`src/rtl/berr_pkg.sv`:
```
package berr_pkg;
  localparam int unsigned WORD_W   = 32;
  localparam int unsigned BIT_LKTO = 3;
  localparam int unsigned BIT_CWD  = 17;
  localparam int unsigned BIT_CRD0 = 18;
  localparam int unsigned BIT_CRD1 = 19;
  localparam int unsigned SYN_LO   = 20;
  localparam int unsigned SYN_HI   = 23;
  localparam int unsigned RSV_LO   = 11;
  localparam int unsigned RSV_HI   = 15;
  localparam int unsigned BIT_DTO  = 31;

  localparam int unsigned CFG_DIS_CWD  = 0;
  localparam int unsigned CFG_DIS_CRD  = 1;
  localparam int unsigned CFG_DIS_LKTO = 2;
  localparam int unsigned CFG_DIS_DTO  = 3;
  localparam int unsigned CFG_FREEZE   = 31;

  localparam logic [WORD_W-1:0] CFG_WR_MASK = 32'hD000_0FFF;

  function automatic logic [WORD_W-1:0] range_mask(input int unsigned lo, input int unsigned hi);
    logic [WORD_W-1:0] m;
    m = '0;
    for (int unsigned i = 0; i < WORD_W; i++) begin
      if (i >= lo && i <= hi) m[i] = 1'b1;
    end
    return m;
  endfunction

  localparam logic [WORD_W-1:0] SYN_MASK = range_mask(SYN_LO, SYN_HI);
  localparam logic [WORD_W-1:0] RSV_MASK = range_mask(RSV_LO, RSV_HI);
endpackage

```
`src/rtl/berr_evt_qual.sv`:
```
module berr_evt_qual
  import berr_pkg::*;
(
  input  logic [WORD_W-1:0] evt_i,
  input  logic              locked_i,
  input  logic              dis_lkto_i,
  input  logic              dis_dto_i,
  output logic [WORD_W-1:0] acc_o
);
  for (genvar b = 0; b < WORD_W; b++) begin : g_bit
    if (RSV_MASK[b]) begin : g_rsv
      assign acc_o[b] = 1'b0;
    end else if (b == BIT_LKTO) begin : g_lkto
      assign acc_o[b] = evt_i[b] & ~locked_i & ~dis_lkto_i;
    end else if (b == BIT_DTO) begin : g_dto
      assign acc_o[b] = evt_i[b] & ~locked_i & ~dis_dto_i;
    end else begin : g_std
      assign acc_o[b] = evt_i[b] & ~locked_i;
    end
  end
endmodule

```
`src/rtl/berr_cfg_reg.sv`:
```
module berr_cfg_reg
  import berr_pkg::*;
#(
  parameter logic [3:0] NODE_ID = 4'h5
) (
  input  logic              clk,
  input  logic              rst_n,
  input  logic              we_i,
  input  logic [WORD_W-1:0] wdata_i,
  output logic [WORD_W-1:0] cfg_next_o,
  output logic [WORD_W-1:0] cfg_q_o
);
  localparam logic [WORD_W-1:0] CFG_RST = {{(WORD_W-8){1'b0}}, NODE_ID, 4'h0};

  assign cfg_next_o = we_i ? (wdata_i & CFG_WR_MASK) : cfg_q_o;

  always_ff @(posedge clk) begin
    if (!rst_n) cfg_q_o <= CFG_RST;
    else        cfg_q_o <= cfg_next_o;
  end
endmodule

```
`src/rtl/berr_lock_ctl.sv`:
```
module berr_lock_ctl
  import berr_pkg::*;
(
  input  logic              clk,
  input  logic              rst_n,
  input  logic [WORD_W-1:0] acc_i,
  input  logic              freeze_next_i,
  input  logic              word_next_nz_i,
  output logic              locked_o
);
  logic trig;
  logic locked_d;

  assign trig = |(acc_i & ~SYN_MASK);

  always_comb begin
    if (!freeze_next_i)   locked_d = 1'b0;
    else if (locked_o)    locked_d = word_next_nz_i;
    else                  locked_d = trig;
  end

  always_ff @(posedge clk) begin
    if (!rst_n) locked_o <= 1'b0;
    else        locked_o <= locked_d;
  end
endmodule

```
`src/rtl/berr_capture.sv`:
```
module berr_capture
  import berr_pkg::*;
#(
  parameter logic [3:0] NODE_ID = 4'h5
) (
  input  logic        clk,
  input  logic        rst_n,
  input  logic [31:0] evt_i,
  input  logic        clr_we_i,
  input  logic [31:0] clr_data_i,
  input  logic        cfg_we_i,
  input  logic [31:0] cfg_data_i,
  output logic [31:0] err_word_o,
  output logic [31:0] cfg_o,
  output logic        lock_o,
  output logic        irq_o
);
  logic [WORD_W-1:0] cfg_next;
  logic [WORD_W-1:0] acc;
  logic [WORD_W-1:0] word_q;
  logic [WORD_W-1:0] word_d;
  logic [WORD_W-1:0] clr_mask;
  logic [WORD_W-1:0] irq_mask;

  berr_cfg_reg #(.NODE_ID(NODE_ID)) u_cfg (
    .clk        (clk),
    .rst_n      (rst_n),
    .we_i       (cfg_we_i),
    .wdata_i    (cfg_data_i),
    .cfg_next_o (cfg_next),
    .cfg_q_o    (cfg_o)
  );

  berr_evt_qual u_qual (
    .evt_i      (evt_i),
    .locked_i   (lock_o),
    .dis_lkto_i (cfg_o[CFG_DIS_LKTO]),
    .dis_dto_i  (cfg_o[CFG_DIS_DTO]),
    .acc_o      (acc)
  );

  assign clr_mask = clr_we_i ? clr_data_i : '0;
  assign word_d   = (word_q & ~clr_mask) | acc;

  always_ff @(posedge clk) begin
    if (!rst_n) word_q <= '0;
    else        word_q <= word_d;
  end

  berr_lock_ctl u_lock (
    .clk            (clk),
    .rst_n          (rst_n),
    .acc_i          (acc),
    .freeze_next_i  (cfg_next[CFG_FREEZE]),
    .word_next_nz_i (|word_d),
    .locked_o       (lock_o)
  );

  always_comb begin
    irq_mask = '1;
    irq_mask[BIT_CWD]  = ~cfg_o[CFG_DIS_CWD];
    irq_mask[BIT_CRD0] = ~cfg_o[CFG_DIS_CRD];
    irq_mask[BIT_CRD1] = ~cfg_o[CFG_DIS_CRD];
  end

  assign irq_o      = |(word_q & irq_mask);
  assign err_word_o = word_q;
endmodule

```
`config.mk`:
```
export PLATFORM = sky130hd
export DESIGN_NAME = berr_capture
export DESIGN_NICKNAME = d
export VERILOG_FILES = /design/src/rtl/berr_pkg.sv /design/src/rtl/berr_evt_qual.sv /design/src/rtl/berr_cfg_reg.sv /design/src/rtl/berr_lock_ctl.sv /design/src/rtl/berr_capture.sv
export SDC_FILE = /design/constraint.sdc
export NUM_CORES = 1
export LEC_CHECK = 0
export ABC_CLOCK_PERIOD_IN_PS = 6500
export BUFFER_PORTS_ARGS = -buffer_cell sky130_fd_sc_hd__buf_4
export CORE_ASPECT_RATIO = 1.4
export CORE_MARGIN = 5
export CORE_UTILIZATION = 49
export DETAILED_ROUTE_END_ITERATION = 10
export PLACE_DENSITY = 0.95
export SETUP_SLACK_MARGIN = 0.4
export SLEW_MARGIN = 20
export SYNTH_ARGS = -nofsm -noshare
export SYNTH_HDL_FRONTEND = slang
export SYNTH_HIERARCHICAL = 1
export SYNTH_SLANG_ARGS = --single-unit
```
`constraint.sdc`:
```
create_clock -name clk -period 6.5 [get_ports clk]
set_clock_uncertainty 0.05 [all_clocks]
set_input_delay 0.65 -clock clk [delete_from_list [all_inputs] [get_ports clk]]
set_output_delay 0.65 -clock clk [all_outputs]
set_load 0.05 [all_outputs]
```
==> metrics.md <==
| Metric | Value |
|---|---|
| Mapped Area | `3010 um2` |
| Fillers | `440` |
| DR iter-0 viols | `251` |
| Core area | `5900 um2` |
| Hold Vio Cnt, Final | `0` |
| Power density cells | `264 nW/um2` |
| GR peak layer | `met2` |
| Detail Route Antenna Nets | `0` |
| Hold EP | `err_word_o[13]$_SDFF_PN0_` |
| Routed length per instance | `17.9 um` |
| Hold Buf Count CTS | `0` |
| Syn avg cell area | `9.92 um2` |
| CTS tree | `built` |
| Leak | `1.96 nW` |
| Worst R2R End | `u_lock/locked_o$_SDFF_PN0_` |
| Max VDD drop | `0.000192 V` |
| Initial core utilization | `0.509` |
| Die Area | `7830 um2` |
| Tot GR Track Use | `0.230` |
| Max Slew Vio Count | `0` |
| WS Path Type | `reg2reg` |
| Design Area, Final | `4310 um2` |
| Clock period minus final worst setup slack | `2.52 ns` |
| Hold path cells | `2` |
| M2 GR Usage | `0.406` |
| Post-synthesis cell count | `303` |
| R2R depth | `6` |
| Post-CTS setup buffers | `0` |
| Drt drc | `0` |
| GRT met1 Usage | `0.236` |
| Area occupied by registers | `1300 um2` |
| Io pins | `166` |
| Multi-input logic area | `1580 um2` |
| RSZ-0062 raised after global routing | `false` |
| H-tree depth | `3` |
| Yosys warns | `6` |
| TNS Setup | `0 ns` |
| Grt met3 use | `0.0839` |
| First-pass GRT wire length | `14400 um` |
| Vias in the first global route | `2968` |
| Unique cell type count in the Yosys netlist | `33` |
| Worst slew pin tran | `0.588 ns` |
| Post-synth top area share | `0.433` |
| Final Setup Violations | `0` |
| Largest net degree at the start of global routing | `65` |
| Worst endpoint required time | `6.68 ns` |
| Sink Count | `65` |
| DP Area | `4050 um2` |
| I/O Buffers | `143` |
| Worst flop-to-flop path startpoint | `u_lock/locked_o$_SDFF_PN0_` |
| Final net count | `542` |
| Fmax | `397 MHz` |
| Post-DP HPWL | `6990 um` |
| Total power | `1.14 mW` |
| Max_slew headroom | `0.598` |
| Flops & latches, synth | `65` |
| Critical Path AT | `2.69 ns` |
| CTS max path bufs | `2` |
| Crit path capture type | `flop` |
| Post_cts resized | `0` |
| Status | `complete, no violations` |
| Clk_lat worst skew | `0.34 ns` |
| Crit-path max FO | `30` |
| Area added between synthesis and finish | `43.4%` |
| Final wirelength | `9240 um` |
| Row Count | `33` |
| Setup crit start kind | `flop` |
| Max-cap violation count | `0` |
| Clk pin slew, worst setup/hold paths | `0.07 ns` |
| Num CTS Buffers | `9` |
| Min-Delay Startpoint | `err_word_o[13]$_SDFF_PN0_` |
| Placer Congestion | `0.829` |
| Synth top area cells | `dfxtp_1, nor2b_1, and2_1, mux2_4, o21a_1` |
| Register area share after synthesis | `0.433` |
| Initial antenna violation count | `0` |
| Period utilization | `0.387` |
| Die width | `76.2 um` |
| # diodes | `0` |
| Root buf cell | `clkbuf_8` |
| Post-DR vias/cell | `5.39` |
| DRT Pass-1 Iters | `4` |
| Worst hold path type | `reg2reg` |
| Die Span Y | `103 um` |
| Vias | `2786` |
| Overflow after GRT | `0` |
| Reg2reg setup slack | `3.98 ns` |
| Layout cells sized above 1 | `0.414` |
| Synth area leader | `dfxtp_1` |
[critical path, stage by stage, from the launching register on]
cell,delay (ns)
dfxtp_2,0.72
nor2b_1,0.20
a2111oi_1,0.45
nand4_1,0.15
or4_1,0.51
nand2b_1,0.15
o2111a_1,0.16
[flip-flops by register name, summed over array words and instances (netlist names)]
register,cells
u_lock/locked_o,1
err_word_o,32
u_cfg/cfg_q_o,32
[routing by layer]
layer / vias to the layer above / routed length [um]
met5: - / 0
met4: 0 / 325
met3: 25 / 913
met2: 150 / 4720
met1: 1269 / 3280
li1: 1342 / -
[worst max-delay path by stage]
stage	from	to	slack, ns	depth (start not counted)
6_report	u_lock/locked_o$_SDFF_PN0_	u_lock/locked_o$_SDFF_PN0_	3.98	6
5_1_grt	u_lock/locked_o$_SDFF_PN0_	u_lock/locked_o$_SDFF_PN0_	3.84	6
4_1_cts	u_lock/locked_o$_SDFF_PN0_	u_lock/locked_o$_SDFF_PN0_	3.60	6
3_5_place_dp	u_lock/locked_o$_SDFF_PN0_	u_lock/locked_o$_SDFF_PN0_	3.62	6
3_3_place_gp	u_lock/locked_o$_SDFF_PN0_	u_lock/locked_o$_SDFF_PN0_	3.64	6
2_1_floorplan	u_lock/locked_o$_SDFF_PN0_	u_lock/locked_o$_SDFF_PN0_	4.03	7
[power breakdown]
group	leakage, nW	total, mW	switching, mW	internal, mW
Clock	0.130	0.456	0.162	0.294
Sequential	0.537	0.443	0.0234	0.420
Combinational	1.29	0.238	0.140	0.0980
[cell type report]
class / instances / share of cell area
well taps: 70 / 0.0203
clock buffers: 9 / 0.0287
repair buffers: 143 / 0.249
clock inverters: 7 / 0.0328
multi-input cells: 221 / 0.366
flip-flops and latches: 65 / 0.302
inverters: 2 / 0.00174
[cells in the mapped netlist, drive strengths merged]
master / instances
or4: 1
clkbuf: 5
and2b: 8
a211oi: 1
a21oi: 16
nor3: 1
dfxtp: 65
a2111oi: 16
buf: 14
mux2: 15
and2: 30
nor2: 2
nor2b: 50
inv: 2
nor3b: 2
o2111a: 1
o21ai: 1
conb: 1
a21boi: 16
nand2: 16
nand2b: 1
and4: 1
nor4: 13
or2: 2
nand4: 7
o21a: 16
[per-stage QoR]
step / utilization / std cells / setup slack, ns / hold slack [ns]
2_1_floorplan: - / 307 / 4.03 / 0.709
3_3_place_gp: 0.685 / 501 / 3.64 / 0.486
3_5_place_dp: 0.685 / 501 / 3.62 / 0.503
4_1_cts: 0.730 / 517 / 3.60 / 0.512
5_1_grt: 0.730 / 517 / 3.84 / 0.539
6_report: 0.730 / 517 / 3.98 / 0.516
[cells in the final DEF (no fill, tap or decap)]
cell / count
a2111oi_0: 4
a2111oi_1: 6
a2111oi_2: 6
a211oi_1: 1
a21boi_0: 2
a21boi_1: 14
a21oi_1: 16
and2_1: 30
and2b_1: 8
and4_1: 1
buf_4: 143
bufinv_16: 4
clkbuf_8: 9
clkinv_2: 1
clkinvlp_4: 1
conb_1: 5
dfxtp_1: 64
dfxtp_2: 1
inv_1: 2
inv_6: 1
mux2_2: 4
mux2_4: 11
nand2_1: 16
nand2b_1: 1
nand4_1: 7
nor2_1: 2
nor2b_1: 50
nor3_1: 1
nor3b_2: 2
nor4_1: 13
o2111a_1: 1
o21a_1: 16
o21ai_0: 1
or2_2: 2
or4_1: 1
[cell families (layout without fill, tap and decap cells)]
kind of cell / count (synthesis) / count (layout) / synth area share
AND/OR/NAND/NOR: 134 / 134 / 0.272
AO/OA/AOI/OAI: 67 / 67 / 0.176
flip-flops: 65 / 65 / 0.433
buffers and inverters: 21 / 161 / 0.0479
multiplexers: 15 / 15 / 0.0699
other: 1 / 5 / 0.00125
No activity file was read; power rests on OpenSTA's default activity.
